### src/rtl/usbf_in_pkg.sv
package usbf_in_pkg;
  localparam int unsigned CTL_W   = 6;
  localparam int unsigned CB_LAST = 0;
  localparam int unsigned CB_ODD  = 1;
  localparam int unsigned CB_NULL = 2;
  localparam int unsigned CB_SNGL = 3;
  localparam int unsigned CB_HOLD = 4;
  localparam int unsigned CB_TCNT = 5;
  localparam int unsigned HW_W    = 16;
  typedef logic [CTL_W-1:0] ctl_t;
endpackage

### src/rtl/ep_in_pktbuf.sv
module ep_in_pktbuf #(
  parameter int AW = 5,
  parameter int DW = 16
) (
  input  logic          clk,
  input  logic          we,
  input  logic [AW-1:0] waddr,
  input  logic [DW-1:0] wdata,
  input  logic [AW-1:0] raddr,
  output logic [DW-1:0] rdata
);
  localparam int DEPTH = 1 << AW;
  logic [DW-1:0] mem [DEPTH];

  always_ff @(posedge clk) begin
    if (we) mem[waddr] <= wdata;
    rdata <= mem[raddr];
  end
endmodule

### src/rtl/ep_in_bytecnt.sv
module ep_in_bytecnt #(
  parameter int CW = 16
) (
  input  logic          clk,
  input  logic          rst,
  input  logic          load,
  input  logic [CW-1:0] load_val,
  input  logic          dec_en,
  input  logic [1:0]    dec_amt,
  output logic [CW-1:0] left,
  output logic          done,
  output logic          done_nxt
);
  logic [CW-1:0] amt;
  logic [CW-1:0] left_nxt;

  always_comb begin
    amt      = CW'(dec_amt);
    left_nxt = left;
    done_nxt = done;
    if (load) begin
      left_nxt = load_val;
      done_nxt = 1'b0;
    end else if (dec_en) begin
      left_nxt = (left > amt) ? left - amt : '0;
      if (left != '0 && left_nxt == '0) done_nxt = 1'b1;
    end
  end

  always_ff @(posedge clk) begin
    if (rst) begin
      left <= '0;
      done <= 1'b0;
    end else begin
      left <= left_nxt;
      done <= done_nxt;
    end
  end


  spent_is_zero_chk: assert property (@(posedge clk) disable iff (rst)
    done |-> (left == '0));
endmodule

### src/rtl/usbf_in_xfer_end.sv
module usbf_in_xfer_end
  import usbf_in_pkg::*;
#(
  parameter int MAXP   = 64,
  parameter int CNT_W  = 16,
  localparam int FILL_W = $clog2(MAXP + 1),
  localparam int AW     = $clog2(MAXP / 2)
) (
  input  logic              clk,
  input  logic              rst,
  input  logic              ctl_we,
  input  logic [CTL_W-1:0]  ctl_wdata,
  output logic [CTL_W-1:0]  ctl_rd,
  input  logic              tot_we,
  input  logic [CNT_W-1:0]  tot_wdata,
  output logic [CNT_W-1:0]  tot_left,
  output logic              tot_done,
  input  logic              wr_en,
  input  logic [HW_W-1:0]   wr_data,
  output logic              wr_ack,
  output logic              dreq,
  input  logic              in_tok,
  input  logic              in_ack,
  output logic              tx_start,
  output logic [FILL_W-1:0] tx_len,
  output logic              tx_nak,
  input  logic [AW-1:0]     sie_raddr,
  output logic [HW_W-1:0]   sie_rdata
);
  localparam logic [FILL_W:0]   MAXP_X = (FILL_W + 1)'(MAXP);
  localparam logic [FILL_W-1:0] MAXP_L = FILL_W'(MAXP);

  ctl_t              ctl, ctl_n;
  logic [FILL_W-1:0] fill, fill_n;
  logic [FILL_W-1:0] pkt_len, pkt_len_n;
  logic              pkt_rdy, pkt_rdy_n;
  logic              pkt_last, pkt_last_n;
  logic              zlp_pend, zlp_n;
  logic              in_flight, fl_n;
  logic              fl_zlp, flz_n;
  logic              start_n, nak_n, dreq_n;
  logic [FILL_W-1:0] len_n;

  logic              accept, fin, ack_ok;
  logic [1:0]        nbytes;
  logic [FILL_W:0]   fill_sum;
  logic              done_nxt;

  assign accept   = wr_en && !pkt_rdy;
  assign fin      = accept && ctl[CB_LAST];
  assign nbytes   = (fin && ctl[CB_ODD]) ? 2'd1 : 2'd2;
  assign fill_sum = {1'b0, fill} + (FILL_W + 1)'(nbytes);
  assign ack_ok   = in_ack && in_flight;

  ep_in_pktbuf #(.AW(AW), .DW(HW_W)) u_buf (
    .clk   (clk),
    .we    (accept),
    .waddr (fill[AW:1]),
    .wdata (wr_data),
    .raddr (sie_raddr),
    .rdata (sie_rdata)
  );

  ep_in_bytecnt #(.CW(CNT_W)) u_cnt (
    .clk      (clk),
    .rst      (rst),
    .load     (tot_we),
    .load_val (tot_wdata),
    .dec_en   (accept && ctl[CB_TCNT]),
    .dec_amt  (nbytes),
    .left     (tot_left),
    .done     (tot_done),
    .done_nxt (done_nxt)
  );

  // control word: hardware self-clears, software write overrides
  always_comb begin
    ctl_n = ctl;
    if (fin) ctl_n[CB_ODD] = 1'b0;
    if (ack_ok && !fl_zlp && pkt_last) ctl_n[CB_LAST] = 1'b0;
    if (ctl_we) ctl_n = ctl_wdata;
  end

  // buffer fill, packet queue, token handling
  always_comb begin
    fill_n     = fill;
    pkt_rdy_n  = pkt_rdy;
    pkt_len_n  = pkt_len;
    pkt_last_n = pkt_last;
    zlp_n      = zlp_pend;
    fl_n       = in_flight;
    flz_n      = fl_zlp;
    start_n    = 1'b0;
    nak_n      = 1'b0;
    len_n      = tx_len;

    if (accept) begin
      fill_n = fill_sum[FILL_W-1:0];
      if (fin || fill_sum == MAXP_X) begin
        pkt_rdy_n  = 1'b1;
        pkt_len_n  = fill_sum[FILL_W-1:0];
        pkt_last_n = fin;
      end
    end

    if (ack_ok) begin
      fl_n = 1'b0;
      if (fl_zlp) begin
        zlp_n = 1'b0;
      end else begin
        pkt_rdy_n = 1'b0;
        fill_n    = '0;
        if (pkt_last && pkt_len == MAXP_L && ctl[CB_NULL]) zlp_n = 1'b1;
      end
    end

    if (in_tok) begin
      if (zlp_pend) begin
        start_n = 1'b1;
        len_n   = '0;
        fl_n    = 1'b1;
        flz_n   = 1'b1;
      end else if (pkt_rdy) begin
        start_n = 1'b1;
        len_n   = pkt_len;
        fl_n    = 1'b1;
        flz_n   = 1'b0;
      end else begin
        nak_n = 1'b1;
      end
    end

    dreq_n = !pkt_rdy_n && !(ctl_n[CB_HOLD] && done_nxt) && !(ctl_n[CB_SNGL] && accept);
  end

  always_ff @(posedge clk) begin
    if (rst) begin
      ctl       <= '0;
      fill      <= '0;
      pkt_len   <= '0;
      pkt_rdy   <= 1'b0;
      pkt_last  <= 1'b0;
      zlp_pend  <= 1'b0;
      in_flight <= 1'b0;
      fl_zlp    <= 1'b0;
      tx_start  <= 1'b0;
      tx_nak    <= 1'b0;
      tx_len    <= '0;
      dreq      <= 1'b0;
      wr_ack    <= 1'b0;
    end else begin
      ctl       <= ctl_n;
      fill      <= fill_n;
      pkt_len   <= pkt_len_n;
      pkt_rdy   <= pkt_rdy_n;
      pkt_last  <= pkt_last_n;
      zlp_pend  <= zlp_n;
      in_flight <= fl_n;
      fl_zlp    <= flz_n;
      tx_start  <= start_n;
      tx_nak    <= nak_n;
      tx_len    <= len_n;
      dreq      <= dreq_n;
      wr_ack    <= accept;
    end
  end

  assign ctl_rd = ctl;


  queued_blocks_dreq_chk: assert property (@(posedge clk) disable iff (rst)
    pkt_rdy |-> !dreq);


  start_in_flight_chk: assert property (@(posedge clk) disable iff (rst)
    tx_start |-> in_flight);


  start_nak_excl_chk: assert property (@(posedge clk) disable iff (rst)
    !(tx_start && tx_nak));


  single_gap_chk: assert property (@(posedge clk) disable iff (rst)
    (accept && ctl[CB_SNGL] && !ctl_we) |=> !dreq);


  hold_after_total_chk: assert property (@(posedge clk) disable iff (rst)
    (tot_done && ctl[CB_HOLD] && !tot_we && !ctl_we) |=> !dreq);


  odd_autoclear_chk: assert property (@(posedge clk) disable iff (rst)
    (fin && ctl[CB_ODD] && !ctl_we) |=> !ctl_rd[CB_ODD]);


  last_autoclear_chk: assert property (@(posedge clk) disable iff (rst)
    (ack_ok && !fl_zlp && pkt_last && !ctl_we) |=> !ctl_rd[CB_LAST]);
endmodule

### config.mk
export PLATFORM = sky130hd
export DESIGN_NAME = usbf_in_xfer_end
export DESIGN_NICKNAME = d
export VERILOG_FILES = /design/src/rtl/usbf_in_pkg.sv /design/src/rtl/ep_in_pktbuf.sv /design/src/rtl/ep_in_bytecnt.sv /design/src/rtl/usbf_in_xfer_end.sv
export SDC_FILE = /design/constraint.sdc
export NUM_CORES = 1
export LEC_CHECK = 0
export ABC_AREA = 1
export BUFFER_PORTS_ARGS = -buffer_cell sky130_fd_sc_hd__buf_2
export CORE_MARGIN = 2
export CORE_UTILIZATION = 50
export CTS_BUF_LIST = sky130_fd_sc_hd__clkbuf_2
export DETAILED_ROUTE_END_ITERATION = 10
export GPL_TIMING_DRIVEN = 0
export MAX_ROUTING_LAYER = met4
export PLACE_DENSITY = 0.67
export SLEW_MARGIN = 20
export SYNTH_ARGS = -nofsm -noshare
export SYNTH_HDL_FRONTEND = slang
export SYNTH_HIERARCHICAL = 1
export SYNTH_SLANG_ARGS = --single-unit
### constraint.sdc
create_clock -name clk -period 3.94 [get_ports clk]
set_input_delay 0.394 -clock clk [delete_from_list [all_inputs] [get_ports clk]]
set_output_delay 0.394 -clock clk [all_outputs]
set_load 0.1 [all_outputs]
==> impl_metrics.yaml, run 1 <==
route:
  drt-initial-drc-count: 2026
  vias_per_cell: 5.55
  vias: 18524
  final_antenna_net_count: 0
  drc: 0
  wl_per_cell_um: 21.4
  wirelength_mm: 71.3
  first_pass_iters: 6
synthesis:
  yosys-top-cells-area: "edfxtp_1, nand2_1, nand3_1"
  yosys.area.top_type: "edfxtp_1"
  post-synth-top-area-fraction_pct: 63.5
  synth.net_count: 2279
  synthFlopType: "edfxtp_1"
  syn_avg_cell_area_um2: 10.9
  synth-edff-count: 512
  synth.most_common_cell: "nand2_1"
  synth-seq-cells: 581
  synth.distinct_cells: 37
  synth_commonest_cells: "nand2_1, edfxtp_1, nand3_1"
  syn-cell-area_um2: 24200
  synthArstFlopShare_pct: 0
  yosysWarnings: 6
  yosysSeqAreaShare_pct: 69.2
  syn-instance-count: 2223
placement:
  gp_congestion: 0.985
  dpl.hpwl_mm: 45.9
  place_area_um2: 25900
  pre_cts_ws_ns: 0.311
  port_buffers: 95
grt:
  overflow: 0
  busiest_layer: "met2"
  met3_usage_pct: 8.13
  grt_pass1_vias: 17926
  grt_max_degree: 33
  grtUsageTotal_pct: 29.7
  grt_pass1_wl_mm: 106
  grtUsageMet1_pct: 38.4
  antenna_found_initial: 2
  use_met2_pct: 45.7
sta:
  slew_viol_final: 0
  slew_headroom_pct: 38.2
  fin_ws_ns: 0.291
  skew_ns: 0.0724
  hold_viol_final: 0
  finalCritPeriodShare_pct: 92.6
  tns_ns: 0
  setup_viol: 0
  fmax_mhz: 274
  worst_pin_slew_ns: 0.927
  rsz0062_at_grt: "no"
  post-route-min-period_ns: 3.65
worst_hold_path:
  hp-start: "sie_raddr[4]"
  hold_class: "primary input to flip-flop"
  whs_endpoint: "u_buf/rdata[15]"
  whs_path_depth: 5
finish:
  syn_to_final_growth_pct: 17.4
  drive_above_1_share_pct: 18.4
  fin_area_um2: 28400
  final_nets: 2680
  fin_util_pct: 59.5
setup_path:
  cp-end-kind: "flip-flop"
  criticalPathCategory: "flip-flop to flip-flop"
  cp_cell_sequence: "inv_2 -> nand2_2 -> inv_2 -> nand2_2 -> inv_1 -> nand2_2 -> inv_1 -> ha_1 -> fa_1 -> nand2_2 -> nand2_1 -> nand3_2 -> buf_2 -> clkbuf_4 -> nand4_1 -> a31oi_1 -> dlygate4sd3_1"
  reg2regPathDepth: 17
  slowest_stage: "dlygate4sd3_1"
  r2r_setup_slack_ns: 0.29
  r2r_start: "pkt_rdy"
  crit_buf_inv: 7
  r2r-end: "u_cnt/left[10]"
  cp_slowest_stage_delay_ns: 0.57
  crit_arrival_ns: 4.92
  crit_family: "buffers and inverters"
  timing.critical_path.mode_cell: "nand2_2"
  required_ns: 5.21
  start_kind: "flip-flop"
  crit_fanout: 10
die:
  io_pins: 100
  die_area_um2: 50200
  die_y_um: 224
  start_util_pct: 50.7
  die-width_um: 224
  core_um2: 47700
  rows: 80
pwr:
  leakage_nw: 11.4
  total_power_mw: 12.2
  power_density_nw_per_um2: 430
  ir_drop_uv: 238
status:
  outcome: "complete, no violations"
clock_tree:
  cts_buffers: 146
  cts_tree: "yes"
  clockRootBuffer: "clkbuf_2"
  clockBufferDepth: 3
  clk_pin_slew_ns: 0.11
  htree_levels: 4
  clk_latency_ns: 1.34
  cts_sinks: 581
  cts_setup_buffers: 0
job:
  cap_violations: 0
==> tightest hold or removal path, cell delays in order <==
cell and delay (ns):
dlygate4sd3_1 0.55, clkbuf_1 0.14, inv_1 0.16, nand2_1 0.08, nand2_1 0.08
==> worst max-delay path by stage <==
stage	depth (start not counted)	from	end
2_1_floorplan	21	ctl_rd[0]	dreq
3_3_place_gp	23	wr_en	dreq
3_5_place_dp	23	wr_en	dreq
4_1_cts	17	pkt_rdy	u_cnt/left[8]
5_1_grt	17	pkt_rdy	u_cnt/left[2]
6_report	17	pkt_rdy	u_cnt/left[10]
==> through the flow <==
stage | instances | hold WS (ns)
finish | 3336 | 0.130
global route | 3334 | 0.100
floorplan | 2223 | 0.451
CTS | 3332 | 0.0209
detailed placement | 2963 | 0.464
global placement | 2933 | 0.458
==> final cells by class <==
cell class	instances	area (um2)
inverter	68	260
antenna	4	10.0
sequential	581	16800
buffer	120	818
timing repair buffer	253	2130
clock inverter	23	118
tap	615	769
clock buffer	218	1090
fill	3937	19300
multi-input combinational	1454	6450
==> placed cells by master, fill, tap and decap left out, drive strengths merged, types with 3 or more instances in the layout <==
cell type	synthesis	routed
nand3	458	458
edfxtp	512	512
ha	4	4
inv	67	70
clkinv	1	20
dfxtp	69	69
o21ai	10	10
diode	0	4
a31oi	16	16
dlygate4sd3	0	128
a21oi	18	18
nor2	76	76
buf	94	218
nand4	12	12
nand2	843	843
a211oi	3	3
clkbuf	26	245
==> flip-flops by register name (all words and copies together), names as in the netlist, 6 cells and up <==
| signal | cells |
|---|---|
| ctl_rd | 6 |
| u_buf/rdata | 16 |
| fill | 7 |
| tx_len | 7 |
| u_cnt/left | 16 |
| u_buf/mem | 512 |
| pkt_len | 7 |
==> per-layer routing <==
metal  up-vias  routed length, um  share of wire (%)
met2       952              33300                 47
met3       117               7420                 10
met1      8925              28800                 40
met5         -                  0                  0
li1       8530                  -                  -
met4         0               1740                2.4
==> cells by family (layout without fill, tap and decap cells) <==
kind of cell	count (synthesis)	count (layout)	synth area share, %
flops	581	581	69.2
xor+xnor	4	4	0.145
buf+inv	188	682	4.45
fa+ha+maj	6	6	0.372
other cells	0	4	0
compound gates	51	51	1.23
mux	2	2	0.0827
simple gates	1391	1391	24.5
==> power by group <==
group,switching (mW),internal [mW]
logic,1.11,0.412
clock network,2.34,1.51
registers,0.0551,6.79
total,3.50,8.71
==> timing repair <==
item                                    4_1_cts  5_1_grt
hold buffers                                128        0
endpoints found under the setup margin        0       10
resized for setup                             0        3
endpoints found under the hold margin       581        0
Power figures use the tool's default switching activity.
==> run 2, diff against run 1 <==
--- a/config.mk
+++ b/config.mk
@@ -8,12 +8,12 @@
 export ABC_AREA = 1
 export BUFFER_PORTS_ARGS = -buffer_cell sky130_fd_sc_hd__buf_2
 export CORE_MARGIN = 2
-export CORE_UTILIZATION = 50
+export CORE_UTILIZATION = 40
 export CTS_BUF_LIST = sky130_fd_sc_hd__clkbuf_2
 export DETAILED_ROUTE_END_ITERATION = 10
 export GPL_TIMING_DRIVEN = 0
 export MAX_ROUTING_LAYER = met4
-export PLACE_DENSITY = 0.67
+export PLACE_DENSITY = 0.56
 export SLEW_MARGIN = 20
 export SYNTH_ARGS = -nofsm -noshare
 export SYNTH_HDL_FRONTEND = slang
==> constraint.sdc (replaced) <==
create_clock -name clk -period 4.3 [get_ports clk]
set_input_delay 0.43 -clock clk [delete_from_list [all_inputs] [get_ports clk]]
set_output_delay 0.43 -clock clk [all_outputs]
set_load 0.1 [all_outputs]
==> impl_metrics.yaml, run 2 (synthesized netlist as in run 1, its figures left out) <==
setup_path:
  startpoint: "pkt_rdy"
  crit_buf_inv: 8
  crit_fanout: 10
  path_depth: 24
  crit_end: "dreq"
  start_kind: "flip-flop"
  reg2regPathDepth: 24
  cp_slowest_stage_delay_ns: 0.57
  r2r-end: "dreq"
  timing.critical_path.mode_cell: "nand2_2"
  slowest_stage: "dlygate4sd3_1"
  r2r_setup_slack_ns: 0.33
  criticalPathCategory: "flip-flop to flip-flop"
  required_ns: 5.56
  r2r_start: "pkt_rdy"
  crit_arrival_ns: 5.23
  cp-end-kind: "flip-flop"
  crit_family: "simple AND/OR/NAND/NOR gates"
  cp_cell_sequence: "inv_2 -> nand2_2 -> inv_2 -> nand2_2 -> inv_1 -> nand2_2 -> inv_1 -> ha_1 -> fa_1 -> nand2_2 -> nand2_1 -> nand3_2 -> clkbuf_4 -> nand3_1 -> nand3_1 -> nor2_1 -> nand2_1 -> nand2_1 -> nand2_2 -> inv_1 -> inv_1 -> o221ai_1 -> dlygate4sd3_1 -> a21oi_1"
grt:
  grtUsageTotal_pct: 24.8
  overflow: 0
  antenna_found_initial: 2
  grt_pass1_wl_mm: 110
  grt_max_degree: 33
  grt_pass1_vias: 18033
finish:
  layout_common_cells: "nand2_1, edfxtp_1, nand3_1"
  final_nets: 2685
  largest_register_ffs: 512
  fin_util_pct: 48.0
  fin_area_um2: 28900
  drive_above_1_share_pct: 18.6
  regMostFlops: "u_buf/mem"
  reg.largest.list: "u_buf/mem (512), u_buf/rdata (16), u_cnt/left (16)"
  layout_commonest_cell: "nand2_1"
  syn_to_final_growth_pct: 19.4
  fin_cells: 3522
clock_tree:
  clockRootBuffer: "clkbuf_2"
  clk_latency_ns: 1.32
  cts_tree: "yes"
  cts_buffers: 149
  clk_pin_slew_ns: 0.14
  clockBufferDepth: 3
  cts_sinks: 581
  htree_levels: 4
pwr:
  power_density_nw_per_um2: 405
  leakage_nw: 11.5
  ir_drop_uv: 231
die:
  die_area_um2: 62500
  rows: 90
  die-width_um: 250
  die_y_um: 250
  io_pins: 100
  start_util_pct: 40.2
  core_um2: 60100
route:
  first_pass_iters: 5
  final_antenna_net_count: 0
  drc: 0
  vias: 18321
  wirelength_mm: 74.1
  drt-initial-drc-count: 1613
  wl_per_cell_um: 21.0
  vias_per_cell: 5.20
worst_hold_path:
  hp-start: "rst"
  hold_class: "primary input to flip-flop"
placement:
  dp.cells: 3129
  gp_congestion: 0.919
  pre_cts_ws_ns: 0.621
  dpl.hpwl_mm: 48.3
  place_area_um2: 26100
  port_buffers: 95
job:
  cap_violations: 0
sta:
  slew_headroom_pct: 37.7
  setup_viol: 0
  post-route-min-period_ns: 3.97
  hold_slack_ns: 0.236
  fmax_mhz: 252
  finalCritPeriodShare_pct: 92.2
  slew_viol_final: 0
  skew_ns: 0.0796
  fin_ws_ns: 0.335
  worst_pin_slew_ns: 0.935
  hold_viol_final: 0
status:
  outcome: "complete, no violations"
[run 2: cell types whose count changed in the layout (fill, tap and decap cells not counted), sizes merged]
cell         previous run  this run
buf                   218       217
clkbuf                245       243
clkinv                 20        33
dlygate4sd3           128       131
diode                   4         2
clkinvlp                0         2
bufinv                  1         7
[run 2: worst min path at each step]
stage	endpoint	slack (ns)	cells past startpoint
6_report	wr_ack	0.24	4
4_1_cts	wr_ack	0.02	4
5_1_grt	wr_ack	0.08	4
3_5_place_dp	tx_len[6]	0.46	2
3_3_place_gp	ctl_rd[5]	0.46	2
2_1_floorplan	in_flight	0.45	2
[run 2: final cells by class]
type | instances | area, um2
repair buffers | 255 | 2150
plain buffers | 120 | 818
clock inverters | 44 | 373
diodes | 2 | 5.00
fillers | 5549 | 31300
well taps | 782 | 978
flip-flops and latches | 581 | 16800
inverters | 68 | 260
multi-input cells | 1454 | 6450
clock buffers | 216 | 1080
[run 2: routing by layer]
| layer | track usage [%] | routed length, um | share of wire, % | up-vias |
|---|---|---|---|---|
| met5 | - | 0 | 0 | - |
| met4 | 9.29 | 2160 | 2.9 | 0 |
| met3 | 5.71 | 5760 | 7.8 | 137 |
| met2 | 37.7 | 34200 | 46 | 780 |
| met1 | 32.4 | 32000 | 43 | 8827 |
| li1 | - | - | - | 8577 |
[run 2: report_power, final]
| part | total, mW | leakage (nW) | internal, mW | switching (mW) |
|---|---|---|---|---|
| logic | 1.40 | 5.23 | 0.381 | 1.02 |
| clock network | 4.01 | 1.08 | 1.77 | 2.24 |
| registers | 6.27 | 5.18 | 6.22 | 0.0513 |
| total | 11.7 | 11.5 | 8.37 | 3.31 |
[run 2: through the flow]
stage,power (mW),setup TNS [ns]
final,11.7,0
after global placement,7.66,0
after global routing,12.2,-0.0000724
after floorplan,7.21,0
after CTS,11.8,0
after detailed placement,7.69,0
[run 2: timing repair]
action                                  CTS  global route
endpoints found under the setup margin    0             1
setup buffers                             0             0
endpoints found under the hold margin   581             0
hold buffers                            131             0
resized for setup                         0             3
[run 2: tightest hold or removal path, cell delays in order]
cell and delay [ns]:
dlygate4sd3_1 0.55, buf_2 0.15, clkbuf_1 0.24, nor2_1 0.16
==> run 3, diff against run 2 <==
--- a/config.mk
+++ b/config.mk
@@ -8,12 +8,12 @@
 export ABC_AREA = 1
 export BUFFER_PORTS_ARGS = -buffer_cell sky130_fd_sc_hd__buf_2
 export CORE_MARGIN = 2
-export CORE_UTILIZATION = 40
+export CORE_UTILIZATION = 35
 export CTS_BUF_LIST = sky130_fd_sc_hd__clkbuf_2
 export DETAILED_ROUTE_END_ITERATION = 10
 export GPL_TIMING_DRIVEN = 0
 export MAX_ROUTING_LAYER = met4
-export PLACE_DENSITY = 0.56
+export PLACE_DENSITY = 0.5
 export SLEW_MARGIN = 20
 export SYNTH_ARGS = -nofsm -noshare
 export SYNTH_HDL_FRONTEND = slang
==> impl_metrics.yaml, run 3 (synthesized netlist as in run 1, its figures left out) <==
finish:
  largest_register_ffs: 512
  layout_commonest_cell: "nand2_1"
  syn_to_final_growth_pct: 19.2
  layout_common_cells: "nand2_1, edfxtp_1, nand3_1"
  regMostFlops: "u_buf/mem"
  reg.largest.list: "u_buf/mem (512), u_buf/rdata (16), u_cnt/left (16)"
  fin_area_um2: 28800
  drive_above_1_share_pct: 18.7
  final_nets: 2680
  fin_util_pct: 42.1
status:
  outcome: "complete, no violations"
pwr:
  leakage_nw: 11.4
  power_density_nw_per_um2: 400
  ir_drop_uv: 186
clock_tree:
  htree_levels: 4
  cts_sinks: 581
  cts_tree: "yes"
  cts_setup_buffers: 0
  clk_pin_slew_ns: 0.09
  cts_buffers: 155
  cts_hold_repair.buffers: 120
  clockBufferDepth: 3
  clockRootBuffer: "clkbuf_2"
  cts_resized: 0
  clk_latency_ns: 1.31
setup_path:
  cp-end-kind: "flip-flop"
  start_kind: "primary input"
  r2r_setup_slack_ns: 0.51
  cp_slowest_stage_delay_ns: 0.58
  cp_cell_sequence: "dlygate4sd3_1 -> buf_2 -> dlygate4sd3_1 -> nand2_2 -> inv_2 -> nand2_1 -> inv_1 -> nand2_1 -> inv_1 -> ha_1 -> fa_1 -> nand2_2 -> nand2_1 -> nand3_2 -> buf_2 -> buf_2 -> nand4_1 -> a31oi_1 -> dlygate4sd3_1"
  crit_arrival_ns: 4.97
  slowest_stage: "dlygate4sd3_1"
  required_ns: 5.48
  crit_fanout: 10
  criticalPathCategory: "primary input to flip-flop"
die:
  start_util_pct: 35.3
  die-width_um: 267
  rows: 96
  die_y_um: 267
  core_um2: 68500
  io_pins: 100
  die_area_um2: 71300
sta:
  hold_viol_final: 0
  tns_ns: 0
  worst_pin_slew_ns: 0.978
  rsz0062_at_grt: "no"
  skew_ns: 0.0773
  finalCritPeriodShare_pct: 88.3
  slew_viol_final: 0
  fmax_mhz: 264
  setup_viol: 0
  slew_headroom_pct: 34.8
  post-route-min-period_ns: 3.79
grt:
  grt_pass1_wl_mm: 112
  grt_pass1_vias: 17944
  grt_max_degree: 33
  grtUsageTotal_pct: 22.2
  antenna_found_initial: 3
  overflow: 0
route:
  final_antenna_net_count: 0
  first_pass_iters: 5
  drc: 0
  vias: 18218
  vias_per_cell: 5.03
  drt-initial-drc-count: 1633
  wl_per_cell_um: 20.9
  wirelength_mm: 75.6
job:
  cap_violations: 0
placement:
  dpl.hpwl_mm: 49.8
  gp_congestion: 0.973
  port_buffers: 95
  place_area_um2: 26200
worst_hold_path:
  hold_class: "primary input to flip-flop"
-- run 3: worst paths after layout --
| kind | from | endpoint | cells past startpoint |
|---|---|---|---|
| setup reg to reg | pkt_rdy | u_cnt/left[8] | 17 |
| hold / removal | in_tok | tx_len[1] | 5 |
| hold reg to reg | tx_len[1] | tx_len[1] | 2 |
| setup / recovery | wr_en | u_cnt/left[8] | 19 |
-- run 3: critical path: cells and delay by family --
family / cells / cell delay (ns)
AO/OA/AOI/OAI: 1 / 0.16
adder cells (fa/ha/maj): 2 / 0.69
buffers and inverters: 9 / 2.60
AND/OR/NAND/NOR: 7 / 1.09
-- run 3: stage by stage --
stage / setup slack, ns / total power, mW / hold slack [ns] / cells
floorplan: 0.933 / 7.21 / 0.451 / 2223
global placement: 0.627 / 7.67 / 0.460 / 3200
detailed placement: 0.619 / 7.70 / 0.457 / 3229
CTS: 0.471 / 11.7 / 0.0189 / 3616
global route: 0.135 / 12.1 / 0.0903 / 3623
finish: 0.505 / 11.5 / 0.207 / 3624
-- run 3: layer usage --
metal / wire [um] / track usage [%] / vias up / part of all wire (%)
li1: - / - / 8555 / -
met2: 34600 / 33.9 / 694 / 46
met5: 0 / - / - / 0
met4: 1810 / 7.64 / 0 / 2.4
met1: 34200 / 29.7 / 8852 / 45
met3: 5030 / 4.15 / 117 / 6.7
-- run 3: area by class of cell --
type / instances / area, um2
diodes: 8 / 20.0
plain buffers: 120 / 816
clock buffers: 225 / 1130
clock inverters: 42 / 260
fillers: 6692 / 39600
inverters: 68 / 260
multi-input cells: 1454 / 6440
flip-flops and latches: 581 / 16800
well taps: 882 / 1100
repair buffers: 244 / 2050
-- run 3: where the power goes --
group / switching, mW / leakage (nW) / internal, mW
Combinational: 1.03 / 5.17 / 0.371
Sequential: 0.0517 / 5.18 / 6.22
Clock: 2.29 / 1.05 / 1.58
